## src/rtl/pkt_tx_pkg.sv

```systemverilog
package pkt_tx_pkg;

    localparam int WORD_W     = 32;
    localparam int BYTE_W     = 8;
    localparam int LEN_W      = 8;
    localparam int FRAME_BITS = 10;
    localparam int LEAD_W     = 4;

    typedef enum logic [1:0] {
        SEL_DATA  = 2'd0,
        SEL_COUNT = 2'd1,
        SEL_MODE  = 2'd2
    } wr_sel_e;

    typedef enum logic [2:0] {
        ST_IDLE  = 3'd0,
        ST_LEAD  = 3'd1,
        ST_SHIFT = 3'd2,
        ST_GAP   = 3'd3,
        ST_TAIL  = 3'd4
    } tx_state_e;

    typedef struct packed {
        logic [7:0]        gap_bits;
        logic              force_de;
        logic              auto_de;
        logic [LEAD_W-1:0] lead_clks;
    } mode_t;

    function automatic logic [BYTE_W-1:0] pick_byte(input logic [WORD_W-1:0] w,
                                                    input logic [1:0] sel);
        return w[{sel, 3'b000} +: BYTE_W];
    endfunction

    function automatic logic [FRAME_BITS-1:0] frame_byte(input logic [BYTE_W-1:0] b);
        return {1'b1, b, 1'b0};
    endfunction

endpackage

```

## src/rtl/pkt_tx_fifo.sv

```systemverilog
module pkt_tx_fifo #(
    parameter int W     = 32,
    parameter int DEPTH = 16
) (
    input  logic                         clk,
    input  logic                         rst,
    input  logic                         push,
    input  logic [W-1:0]                 din,
    input  logic                         pop,
    output logic [W-1:0]                 head,
    output logic [$clog2(DEPTH+1)-1:0]   level,
    output logic                         empty
);
    localparam int PTR_W = (DEPTH > 1) ? $clog2(DEPTH) : 1;
    localparam int LVL_W = $clog2(DEPTH + 1);

    logic [W-1:0]     mem [DEPTH];
    logic [PTR_W-1:0] wr_ptr, rd_ptr;
    logic             do_push, do_pop, full;

    function automatic logic [PTR_W-1:0] bump(input logic [PTR_W-1:0] p);
        return (p == PTR_W'(DEPTH - 1)) ? '0 : p + 1'b1;
    endfunction

    assign full    = (level == LVL_W'(DEPTH));
    assign empty   = (level == '0);
    assign do_pop  = pop && !empty;
    assign do_push = push && (!full || do_pop);
    assign head    = mem[rd_ptr];

    always_ff @(posedge clk) begin
        if (do_push) mem[wr_ptr] <= din;
    end

    always_ff @(posedge clk) begin
        if (rst) begin
            wr_ptr <= '0;
            rd_ptr <= '0;
            level  <= '0;
        end else begin
            if (do_push) wr_ptr <= bump(wr_ptr);
            if (do_pop)  rd_ptr <= bump(rd_ptr);
            case ({do_push, do_pop})
                2'b10:   level <= level + 1'b1;
                2'b01:   level <= level - 1'b1;
                default: level <= level;
            endcase
        end
    end

    a_r3_level_bound: assert property (@(posedge clk) disable iff (rst)
        level <= LVL_W'(DEPTH));

    a_r3_no_underflow: assert property (@(posedge clk) disable iff (rst)
        pop |-> !empty);

endmodule

```

## src/rtl/pkt_tx_regs.sv

```systemverilog
module pkt_tx_regs
    import pkt_tx_pkg::*;
(
    input  logic              clk,
    input  logic              rst,
    input  logic              mode_wr,
    input  logic [7:0]        gap_in,
    input  logic              force_in,
    input  logic              auto_in,
    input  logic              clr_in,
    input  logic [LEAD_W-1:0] lead_in,
    input  logic              overrun_evt,
    output mode_t             mode_q,
    output logic              err_q
);

    always_ff @(posedge clk) begin
        if (rst) begin
            mode_q <= '0;
        end else if (mode_wr) begin
            mode_q.gap_bits  <= gap_in;
            mode_q.force_de  <= force_in;
            mode_q.auto_de   <= auto_in;
            mode_q.lead_clks <= lead_in;
        end
    end

    always_ff @(posedge clk) begin
        if (rst)                   err_q <= 1'b0;
        else if (overrun_evt)      err_q <= 1'b1;
        else if (mode_wr && clr_in) err_q <= 1'b0;
    end

    a_r9_err_sticky: assert property (@(posedge clk) disable iff (rst)
        (err_q && !(mode_wr && clr_in)) |=> err_q);

    a_r9_err_on_overrun: assert property (@(posedge clk) disable iff (rst)
        overrun_evt |=> err_q);

endmodule

```

## src/rtl/pkt_tx_engine.sv

```systemverilog
module pkt_tx_engine
    import pkt_tx_pkg::*;
#(
    parameter int DIV_W = 16
) (
    input  logic              clk,
    input  logic              rst,
    input  logic [DIV_W-1:0]  bit_div,
    input  logic [7:0]        gap_bits,
    input  logic              auto_de,
    input  logic [LEAD_W-1:0] lead_clks,
    input  logic [LEN_W-1:0]  cnt_head,
    input  logic              cnt_empty,
    input  logic [WORD_W-1:0] data_head,
    input  logic              data_empty,
    output logic              cnt_pop,
    output logic              data_pop,
    output logic              txd,
    output logic              drv_on,
    output logic              active
);

    tx_state_e             st_q, st_n;
    logic [DIV_W-1:0]      tmr_q, tmr_n, per_m1;
    logic [3:0]            bit_q, bit_n;
    logic [FRAME_BITS-1:0] sh_q, sh_n;
    logic [1:0]            sel_q, sel_n, load_sel;
    logic [LEN_W-1:0]      rem_q, rem_n, load_rem;
    logic [7:0]            gcnt_q, gcnt_n;
    logic                  drv_q, drv_n, load;

    assign per_m1 = (bit_div == '0) ? '0 : bit_div - 1'b1;

    always_comb begin
        st_n     = st_q;
        tmr_n    = tmr_q;
        bit_n    = bit_q;
        sh_n     = sh_q;
        sel_n    = sel_q;
        rem_n    = rem_q;
        gcnt_n   = gcnt_q;
        drv_n    = drv_q;
        cnt_pop  = 1'b0;
        data_pop = 1'b0;
        load     = 1'b0;
        load_sel = sel_q;
        load_rem = rem_q;

        case (st_q)
            ST_IDLE: begin
                if (cnt_empty) begin
                    drv_n = 1'b0;
                end else if (cnt_head == '0) begin
                    cnt_pop = 1'b1;
                end else if (!data_empty) begin
                    cnt_pop = 1'b1;
                    drv_n   = drv_q | auto_de;
                    if (auto_de && !drv_q && (lead_clks != '0)) begin
                        st_n  = ST_LEAD;
                        tmr_n = DIV_W'(lead_clks) - 1'b1;
                        rem_n = cnt_head;
                        sel_n = 2'd0;
                    end else begin
                        load     = 1'b1;
                        load_sel = 2'd0;
                        load_rem = cnt_head;
                    end
                end
            end
            ST_LEAD: begin
                if (tmr_q == '0) load = 1'b1;
                else             tmr_n = tmr_q - 1'b1;
            end
            ST_SHIFT: begin
                if (tmr_q != '0) begin
                    tmr_n = tmr_q - 1'b1;
                end else if (bit_q != 4'(FRAME_BITS - 1)) begin
                    sh_n  = {1'b1, sh_q[FRAME_BITS-1:1]};
                    bit_n = bit_q + 1'b1;
                    tmr_n = per_m1;
                end else if (rem_q != '0) begin
                    load = 1'b1;
                end else if (!cnt_empty) begin
                    if (gap_bits != '0) begin
                        st_n   = ST_GAP;
                        gcnt_n = gap_bits - 1'b1;
                        tmr_n  = per_m1;
                    end else begin
                        st_n = ST_IDLE;
                    end
                end else begin
                    st_n  = ST_TAIL;
                    tmr_n = per_m1;
                end
            end
            ST_GAP: begin
                if (tmr_q != '0) begin
                    tmr_n = tmr_q - 1'b1;
                end else if (gcnt_q != '0) begin
                    gcnt_n = gcnt_q - 1'b1;
                    tmr_n  = per_m1;
                end else begin
                    st_n = ST_IDLE;
                end
            end
            ST_TAIL: begin
                if (tmr_q != '0) begin
                    tmr_n = tmr_q - 1'b1;
                end else begin
                    st_n  = ST_IDLE;
                    drv_n = 1'b0;
                end
            end
            default: st_n = ST_IDLE;
        endcase

        if (load) begin
            sh_n     = frame_byte(pick_byte(data_head, load_sel));
            bit_n    = 4'd0;
            tmr_n    = per_m1;
            st_n     = ST_SHIFT;
            sel_n    = load_sel + 2'd1;
            rem_n    = load_rem - 1'b1;
            data_pop = (load_sel == 2'd3) || (load_rem == LEN_W'(1));
        end
    end

    always_ff @(posedge clk) begin
        if (rst) begin
            st_q   <= ST_IDLE;
            tmr_q  <= '0;
            bit_q  <= '0;
            sh_q   <= '1;
            sel_q  <= '0;
            rem_q  <= '0;
            gcnt_q <= '0;
            drv_q  <= 1'b0;
        end else begin
            st_q   <= st_n;
            tmr_q  <= tmr_n;
            bit_q  <= bit_n;
            sh_q   <= sh_n;
            sel_q  <= sel_n;
            rem_q  <= rem_n;
            gcnt_q <= gcnt_n;
            drv_q  <= drv_n;
        end
    end

    assign txd    = (st_q == ST_SHIFT) ? sh_q[0] : 1'b1;
    assign drv_on = drv_q;
    assign active = (st_q != ST_IDLE);

    a_r1_stop_bit_high: assert property (@(posedge clk) disable iff (rst)
        (st_q == ST_SHIFT && bit_q == 4'(FRAME_BITS - 1)) |-> sh_q[0]);

    a_r4_gap_follows_frame: assert property (@(posedge clk) disable iff (rst)
        $rose(st_q == ST_GAP) |-> $past(st_q == ST_SHIFT));

    a_r8_lead_drives_pin: assert property (@(posedge clk) disable iff (rst)
        (st_q == ST_LEAD) |-> drv_q);

endmodule

```

## src/rtl/pkt_uart_tx.sv

```systemverilog
module pkt_uart_tx
    import pkt_tx_pkg::*;
#(
    parameter int DATA_DEPTH = 64,
    parameter int CNT_DEPTH  = 16,
    parameter int DIV_W      = 16
) (
    input  logic              clk,
    input  logic              rst,
    input  logic [DIV_W-1:0]  bit_div,
    input  logic              wr_en,
    input  logic [1:0]        wr_sel,
    input  logic [31:0]       wr_data,
    output logic [31:0]       status,
    output logic              txd,
    output logic              drv_en
);
    localparam int CL_W = $clog2(CNT_DEPTH + 1);
    localparam int DL_W = $clog2(DATA_DEPTH + 1);

    logic                data_push, cnt_push, mode_wr;
    logic                data_pop, cnt_pop, data_empty, cnt_empty;
    logic [WORD_W-1:0]   data_head;
    logic [LEN_W-1:0]    cnt_head;
    logic [DL_W-1:0]     data_level;
    logic [CL_W-1:0]     cnt_level;
    logic [4:0]          lvl5;
    logic                overrun, err_q, drv_on, active, busy;
    mode_t               mode_q;

    assign data_push = wr_en && (wr_sel == SEL_DATA);
    assign cnt_push  = wr_en && (wr_sel == SEL_COUNT);
    assign mode_wr   = wr_en && (wr_sel == SEL_MODE);
    assign overrun   = cnt_push && (cnt_level == CL_W'(CNT_DEPTH)) && !cnt_pop;

    pkt_tx_fifo #(.W(WORD_W), .DEPTH(DATA_DEPTH)) u_data_q (
        .clk(clk), .rst(rst), .push(data_push), .din(wr_data), .pop(data_pop),
        .head(data_head), .level(data_level), .empty(data_empty)
    );

    pkt_tx_fifo #(.W(LEN_W), .DEPTH(CNT_DEPTH)) u_len_q (
        .clk(clk), .rst(rst), .push(cnt_push), .din(wr_data[LEN_W-1:0]), .pop(cnt_pop),
        .head(cnt_head), .level(cnt_level), .empty(cnt_empty)
    );

    pkt_tx_regs u_regs (
        .clk(clk), .rst(rst), .mode_wr(mode_wr),
        .gap_in(wr_data[15:8]), .force_in(wr_data[6]), .auto_in(wr_data[5]),
        .clr_in(wr_data[4]), .lead_in(wr_data[LEAD_W-1:0]),
        .overrun_evt(overrun), .mode_q(mode_q), .err_q(err_q)
    );

    pkt_tx_engine #(.DIV_W(DIV_W)) u_engine (
        .clk(clk), .rst(rst), .bit_div(bit_div),
        .gap_bits(mode_q.gap_bits), .auto_de(mode_q.auto_de), .lead_clks(mode_q.lead_clks),
        .cnt_head(cnt_head), .cnt_empty(cnt_empty),
        .data_head(data_head), .data_empty(data_empty),
        .cnt_pop(cnt_pop), .data_pop(data_pop),
        .txd(txd), .drv_on(drv_on), .active(active)
    );

    generate
        if (CL_W >= 5) begin : g_lvl_trunc
            assign lvl5 = cnt_level[4:0];
        end else begin : g_lvl_pad
            assign lvl5 = {{(5 - CL_W){1'b0}}, cnt_level};
        end
    endgenerate

    assign busy   = !cnt_empty || active;
    assign drv_en = mode_q.force_de || drv_on;
    assign status = {10'd0, (data_level != '0), lvl5, mode_q.gap_bits, busy,
                     mode_q.force_de, mode_q.auto_de, err_q, mode_q.lead_clks};

    a_r5_busy_while_low: assert property (@(posedge clk) disable iff (rst)
        !txd |-> status[7]);

    a_r3_len_pop_needs_entry: assert property (@(posedge clk) disable iff (rst)
        cnt_pop |-> (cnt_level != '0));

endmodule

```

## config.mk

```make
export PLATFORM = sky130hd
export DESIGN_NAME = pkt_uart_tx
export DESIGN_NICKNAME = d
export VERILOG_FILES = /design/src/rtl/pkt_tx_pkg.sv /design/src/rtl/pkt_tx_fifo.sv /design/src/rtl/pkt_tx_regs.sv /design/src/rtl/pkt_tx_engine.sv /design/src/rtl/pkt_uart_tx.sv
export SDC_FILE = /design/constraint.sdc
export NUM_CORES = 2
export LEC_CHECK = 0
export ABC_AREA = 1
export BUFFER_PORTS_ARGS = -buffer_cell sky130_fd_sc_hd__buf_2
export CORE_AREA = 5 5 435 437
export DETAILED_ROUTE_END_ITERATION = 12
export DIE_AREA = 0 0 440 442
export GPL_ROUTABILITY_DRIVEN = 0
export PLACE_DENSITY = 0.69
export SLEW_MARGIN = 5
export SYNTH_ARGS = -nofsm -noshare
export SYNTH_HDL_FRONTEND = slang
export SYNTH_SLANG_ARGS = --single-unit
export TNS_END_PERCENT = 30
```

## constraint.sdc

```tcl
create_clock -name clk -period 6.5 [get_ports clk]
set_clock_uncertainty 0.05 [all_clocks]
set_input_delay 1.95 -clock clk [delete_from_list [all_inputs] [get_ports clk]]
set_output_delay 1.95 -clock clk [all_outputs]
set_load 0.01 [all_outputs]
```

# Word level (Yosys, flattened, before mapping)
# Memory sizes are Yosys's and may differ from the RTL's. A register that Yosys moved wholly into a read port is not among the register bits.
# Index checks and enable logic that the tools add are counted.
[totals]
register_bits = 98
ram_bits = 2176
inputBits = 53
out_inout_bits = 34
wordCells = 252
memories = 2
[classes]
addsub = 16
n_eq_ne = 54
shifts = 1
n_mux = 100
bitwise_logic = 3
n_reduce_logical = 56
[memory_table]
columns = ["memory", "words", "word_bits", "read_ports", "rd_ports_with_merged_regs", "wr", "line_no", "rtl"]
rows = [
  ["u_data_q.mem", 64, 32, 1, 1, 1, "pkt_tx_fifo.sv:17", "logic [W-1:0] mem [DEPTH];"],
  ["u_len_q.mem", 16, 8, 1, 1, 1, "pkt_tx_fifo.sv:17", ""],
]
[op_table]
columns = ["operator", "n"]
rows = [
  ["2-to-1 mux 16 bit", 15],
  ["2-to-1 mux 8 bit", 18],
  ["one-hot mux 16 bit (5 select lines)", 1],
  ["2-to-1 mux 9 bit", 4],
  ["2-to-1 mux 3 bit", 11],
  ["logical NOT 16 bit", 2],
  ["variable part select 32 x 6 -> 8 bit", 1],
  ["subtractor 16 x 1 -> 16 bit (second input constant)", 2],
  ["inequality test 3 x 2 -> 1 bit (second input constant)", 10],
  ["2-to-1 mux 2 bit", 13],
  ["2-to-1 mux 1 bit", 24],
  ["2-to-1 mux 6 bit", 4],
  ["inequality test 2 bit (second input constant)", 12],
  ["nonzero test 8 bit", 3],
  ["subtractor 8 x 1 -> 8 bit (second input constant)", 3],
  ["AND reduction 11 bit", 2],
  ["nonzero test 2 bit", 9],
  ["2-to-1 mux 4 bit", 4],
  ["one-hot mux 8 bit (2 select lines)", 1],
  ["nonzero test 16 bit", 1],
  ["one-hot mux 3 bit (5 select lines)", 1],
  ["one-hot mux 7 bit (2 select lines)", 1],
  ["adder 4 x 1 -> 4 bit (second input constant)", 3],
  ["adder 6 x 1 -> 6 bit (second input constant)", 2],
  ["46 further kinds", 83],
]

# Depth between registers and ports, before layout
[logic_depth]
depth_word = 16
mapped_depth = 34
depth_no_buf = 32

# By module
# Synthesis repeated with hierarchy kept, for this count alone.
[hier_totals]
cells_unflattened = 8286
area_unflattened_um2 = 94682.1
[modules_own_cells]
columns = ["mod", "instances", "cells_per_inst", "area_per_inst_um2", "seq_area_each_um2"]
rows = [
  ["pkt_tx_fifo at u_data_q", 1, 6903, 83269.9, 61999.5],
  ["pkt_tx_fifo at u_len_q", 1, 538, 6206.0, 4184.0],
  ["pkt_tx_engine", 1, 747, 4418.0, 1021.0],
  ["pkt_tx_regs", 1, 66, 610.6, 300.3],
  ["pkt_uart_tx", 1, 32, 177.7, 0.0],
]

# Worst setup path after synthesis
# OpenSTA, ideal clock, no wires.
[synth_path]
path_type = "input port to flip-flop"
startpoint = "input port wr_sel[1]"
endpoint = "memory u_data_q.mem[13][0] (enable)"
setup_ns = 0.421
arrival_ns = 4.450
required_ns = 6.029
path_slack_ns = 1.578
path_stages = 5
path_buffers = 0
path_cell_list = "nor3_1 nand2_4 inv_6 nand3_4 nor2_1"
[synth_via]
elab_chain_cells = 5
[synth_rtl]
columns = ["element", "line_no", "rtl"]
rows = [
  ["start, declared", "pkt_uart_tx.sv:12", "input logic [1:0] wr_sel,"],
  ["logical NOT 2 bit", "pkt_uart_tx.sv:31", "assign data_push = wr_en && (wr_sel == SEL_DATA);"],
  ["logical AND 1 bit", "pkt_uart_tx.sv:31", ""],
  ["logical AND 1 bit", "pkt_tx_fifo.sv:28", "assign do_push = push && (!full || do_pop);"],
  ["2-to-1 mux 1 bit", "pkt_tx_fifo.sv:32", "if (do_push) mem[wr_ptr] <= din;"],
  ["2-to-1 mux 1 bit (implied by the code)", "pkt_tx_fifo.sv:32", ""],
  ["end, declared", "pkt_tx_fifo.sv:17", ""],
]
# No other way between the ends.

==> impl_metrics.tcl <==
set metrics [dict create \
    synth_area_um2 91900 \
    die_x_um 440 \
    yosysWarnings 0 \
    first_iter_violations 8609 \
    clk_latency_ns 0.87 \
    setup_viol_count_final 0 \
    yosysSeqAreaShare_pct 73.5 \
    slew_headroom_pct 14.6 \
    post-place-ws_ns 1.09 \
    route.detailed.drc 0 \
    yosys_most_used_dff "edfxtp_1" \
    hold_violations 0 \
    grt-ovfl-total 0 \
    die_h_um 442 \
    dieArea_um2 194000 \
    period_minus_slack_ns 5.61 \
    hold_buffers 0 \
    synth_async_sr_flop_share_pct 0 \
    leakagePower_uw 0.0343 \
    grt_pass1_wl_um 381000 \
    cp_data_required_time_ns 7.03 \
    max_freq_mhz 178 \
    worstSetupPathType "reg -> reg" \
    synth.avg_cell_area_um2 12.3 \
    clock_sinks 2284 \
    num_vias 62502 \
    core_region_area_um2 185000 \
    cts_root_buffer "clkbuf_16" \
    fin_crit_sh_pct 86.3 \
    grt_usage_pct 25.9 \
    ir_worst_vdd_mv 0.292 \
    crit_fanout 59 \
    rsz0062_at_grt "no" \
    finalWirelength_um 259000 \
    placed_cells 9700 \
    instances_no_fill 10121 \
    grt_start_max_net_pins 201 \
    initial_core_util_pct 49.7 \
    placed_area_um2 95400 \
    p_per_area_nw_per_um2 321 \
    critPathArrivalTime_ns 6.14 \
    cts_made_buffers 221 \
    clk_pin_slew_ns 0.06 \
    synth_cells 7486 \
    hpwl_um 142000 \
    cts_resized 0 \
    antenna_found_initial 8 \
    drv_cap 0 \
    post_cts_buffers 0 \
    firstDrtPassIters 6 \
    rows 158 \
    synth_edf_count 2176 \
    crit_path_start_kind "flip-flop" \
    ys_seq_elements 2284 \
    cts_tree "yes" \
    tightest_slew_ns 1.27 \
    fin_area_um2 103000 \
    status "complete, no violations" \
    ioPinCount 87 \
    wire_per_inst_um 25.6 \
    via_per_inst 6.18 \
    fin_ws_ns 0.889 \
    worstSetupEndpointType "flip-flop" \
    min_path_type "reg -> reg" \
    io_buffers 76 \
    cts-htree-levels 4 \
    maxSlewViolCount 0 \
    layout-drive-gt1-share_pct 9.05 \
    clockBufferDepth 3 \
    fin_tns_setup_ns 0 \
    grt_pass1_vias 59062 \
    yosys.cell_types.count 47 \
    area_growth_syn_to_layout_pct 12.0 \
    final_nets 7523 \
    ant_nets 0 \
]
==> power by group <==
part / switching, uW / total [uW] / internal, uW
Clock: 5600 / 13200 / 7570
Sequential: 120 / 16400 / 16200
Combinational: 2510 / 3490 / 975
==> registers in the layout (all words and copies together), names as in the netlist, named ones only <==
name             count
u_engine.rem_q       8
u_engine.tmr_q      16
u_regs.mode_q       14
u_len_q.wr_ptr       4
u_engine.drv_on      1
u_engine.st_q        3
u_data_q.rd_ptr      6
u_data_q.wr_ptr      6
u_len_q.level        5
u_len_q.mem        128
u_engine.bit_q       4
u_data_q.level       7
u_len_q.rd_ptr       4
u_regs.err_q         1
u_engine.sel_q       2
u_engine.gcnt_q      8
u_data_q.mem      2048
u_engine.sh_q        9
==> placed cells by master (no fill, tap or decap), types with 14 or more instances in the layout <==
| cell type | instances |
|---|---|
| nor3_1 | 33 |
| clkinv_2 | 48 |
| xnor2_1 | 16 |
| bufinv_16 | 32 |
| nor2_4 | 65 |
| or2_2 | 14 |
| buf_2 | 72 |
| edfxtp_1 | 2176 |
| o22ai_1 | 614 |
| xor2_1 | 29 |
| inv_1 | 205 |
| o211ai_1 | 28 |
| o221ai_1 | 15 |
| nor2_1 | 1485 |
| ha_1 | 25 |
| nand3_1 | 128 |
| a21oi_1 | 118 |
| buf_12 | 25 |
| clkbuf_16 | 222 |
| dfxtp_1 | 102 |
| clkinv_1 | 46 |
| clkbuf_1 | 34 |
| o21ai_0 | 1403 |
| buf_4 | 142 |
| o32ai_1 | 16 |
| o31ai_1 | 16 |
| nand2_1 | 400 |
==> worst max-delay path: stages (launching register included) <==
cell,delay (ns)
dfxtp_2,0.32
inv_2,0.65
nand2_1,0.14
nand3_1,0.12
nand3_1,0.11
nand3_1,0.15
nand2_1,0.09
nor2_1,0.11
nand2_1,0.12
o21ai_4,0.29
inv_1,0.15
nand2_1,0.08
o21ai_1,0.11
inv_1,0.09
ha_1,0.15
nand2_1,0.06
nor2_1,0.09
nand2_1,0.08
nand2_2,0.11
nand2_2,0.16
nand3_4,0.21
nand2_4,0.14
inv_6,0.17
nand3_4,0.30
nor2_4,0.93
buf_4,0.28
==> metal layers <==
layer  vias up  global-route usage [%]  part of all wire, %
met2      3849                    39.6                   45
met4         2                    12.2                  5.3
met3       596                    5.15                   11
li1      27378                       -                    -
met1     30677                    36.0                   39
met5         -                       0               0.0050
==> worst paths after layout <==
kind	startpoint	to	slack (ns)	depth (start not counted)
setup / recovery	flip-flop	u_data_q.mem[53][12]	0.89	25
hold / removal	u_engine.sel_q[1]	u_engine.sel_q[1]	0.41	2
setup reg to reg	flip-flop	u_data_q.mem[53][12]	0.89	25
hold reg to reg	u_engine.sel_q[1]	u_engine.sel_q[1]	0.41	2
==> synth_stat cells (2+ instances only) <==
cell type | n | area share [%]
edfxtp_1 | 2176 | 71
nor2_1 | 1549 | 6.3
o21ai_0 | 1403 | 7.6
o22ai_1 | 614 | 4.2
clkbuf_1 | 469 | 1.9
nand2_1 | 400 | 1.6
inv_1 | 208 | 0.85
nand3_1 | 128 | 0.70
a21oi_1 | 118 | 0.64
dfxtp_1 | 108 | 2.4
nor3_1 | 34 | 0.19
xor2_1 | 29 | 0.28
o211ai_1 | 28 | 0.23
ha_1 | 25 | 0.34
o32ai_1 | 17 | 0.16
o31ai_1 | 16 | 0.13
xnor2_1 | 16 | 0.15
o221ai_1 | 15 | 0.14
buf_2 | 14 | 0.076
or2_2 | 14 | 0.095
buf_1 | 13 | 0.053
buf_4 | 13 | 0.11
nand4_1 | 11 | 0.075
nand2_2 | 9 | 0.061
nor4_1 | 6 | 0.041
o21ai_1 | 6 | 0.033
a211oi_1 | 5 | 0.041
a31oi_1 | 5 | 0.034
buf_6 | 5 | 0.061
and3_1 | 3 | 0.020
clkinv_1 | 3 | 0.012
inv_2 | 3 | 0.012
nand3_4 | 3 | 0.057
nor2_2 | 3 | 0.020
a311oi_1 | 2 | 0.019
fa_1 | 2 | 0.044
nor3b_1 | 2 | 0.016
o41ai_1 | 2 | 0.019
==> area by class of cell <==
| class | instances | area [um^2] |
|---|---|---|
| Multi-Input combinational cell | 4482 | 22000 |
| Timing Repair Buffer | 239 | 1930 |
| Tap cell | 2480 | 3100 |
| Clock inverter | 161 | 1800 |
| Sequential cell | 2284 | 67500 |
| Fill cell | 14694 | 81700 |
| Clock buffer | 256 | 5680 |
| Inverter | 215 | 837 |
| Antenna cell | 4 | 10.0 |
==> stage by stage <==
stage,hold WS (ns),util [%],total power (uW)
4_1_cts,0.414,55.7,33000
3_3_place_gp,0.398,51.7,20000
5_1_grt,0.429,55.7,34100
6_report,0.409,55.7,33000
2_1_floorplan,0.386,-,18900
3_5_place_dp,0.404,51.7,20000
==> cell families (layout without fill, tap and decap cells) <==
family	count (synthesis)	count (layout)	synth area share [%]
buffers and inverters	729	871	3.10
AND/OR/NAND/NOR	2165	2165	9.27
adder cells (fa/ha/maj)	27	27	0.384
other	1	14	0.00408
flip-flops	2284	2284	73.5
XOR/XNOR	45	45	0.429
AO/OA/AOI/OAI	2235	2235	13.3
No activity file was read; power rests on OpenSTA's default activity.
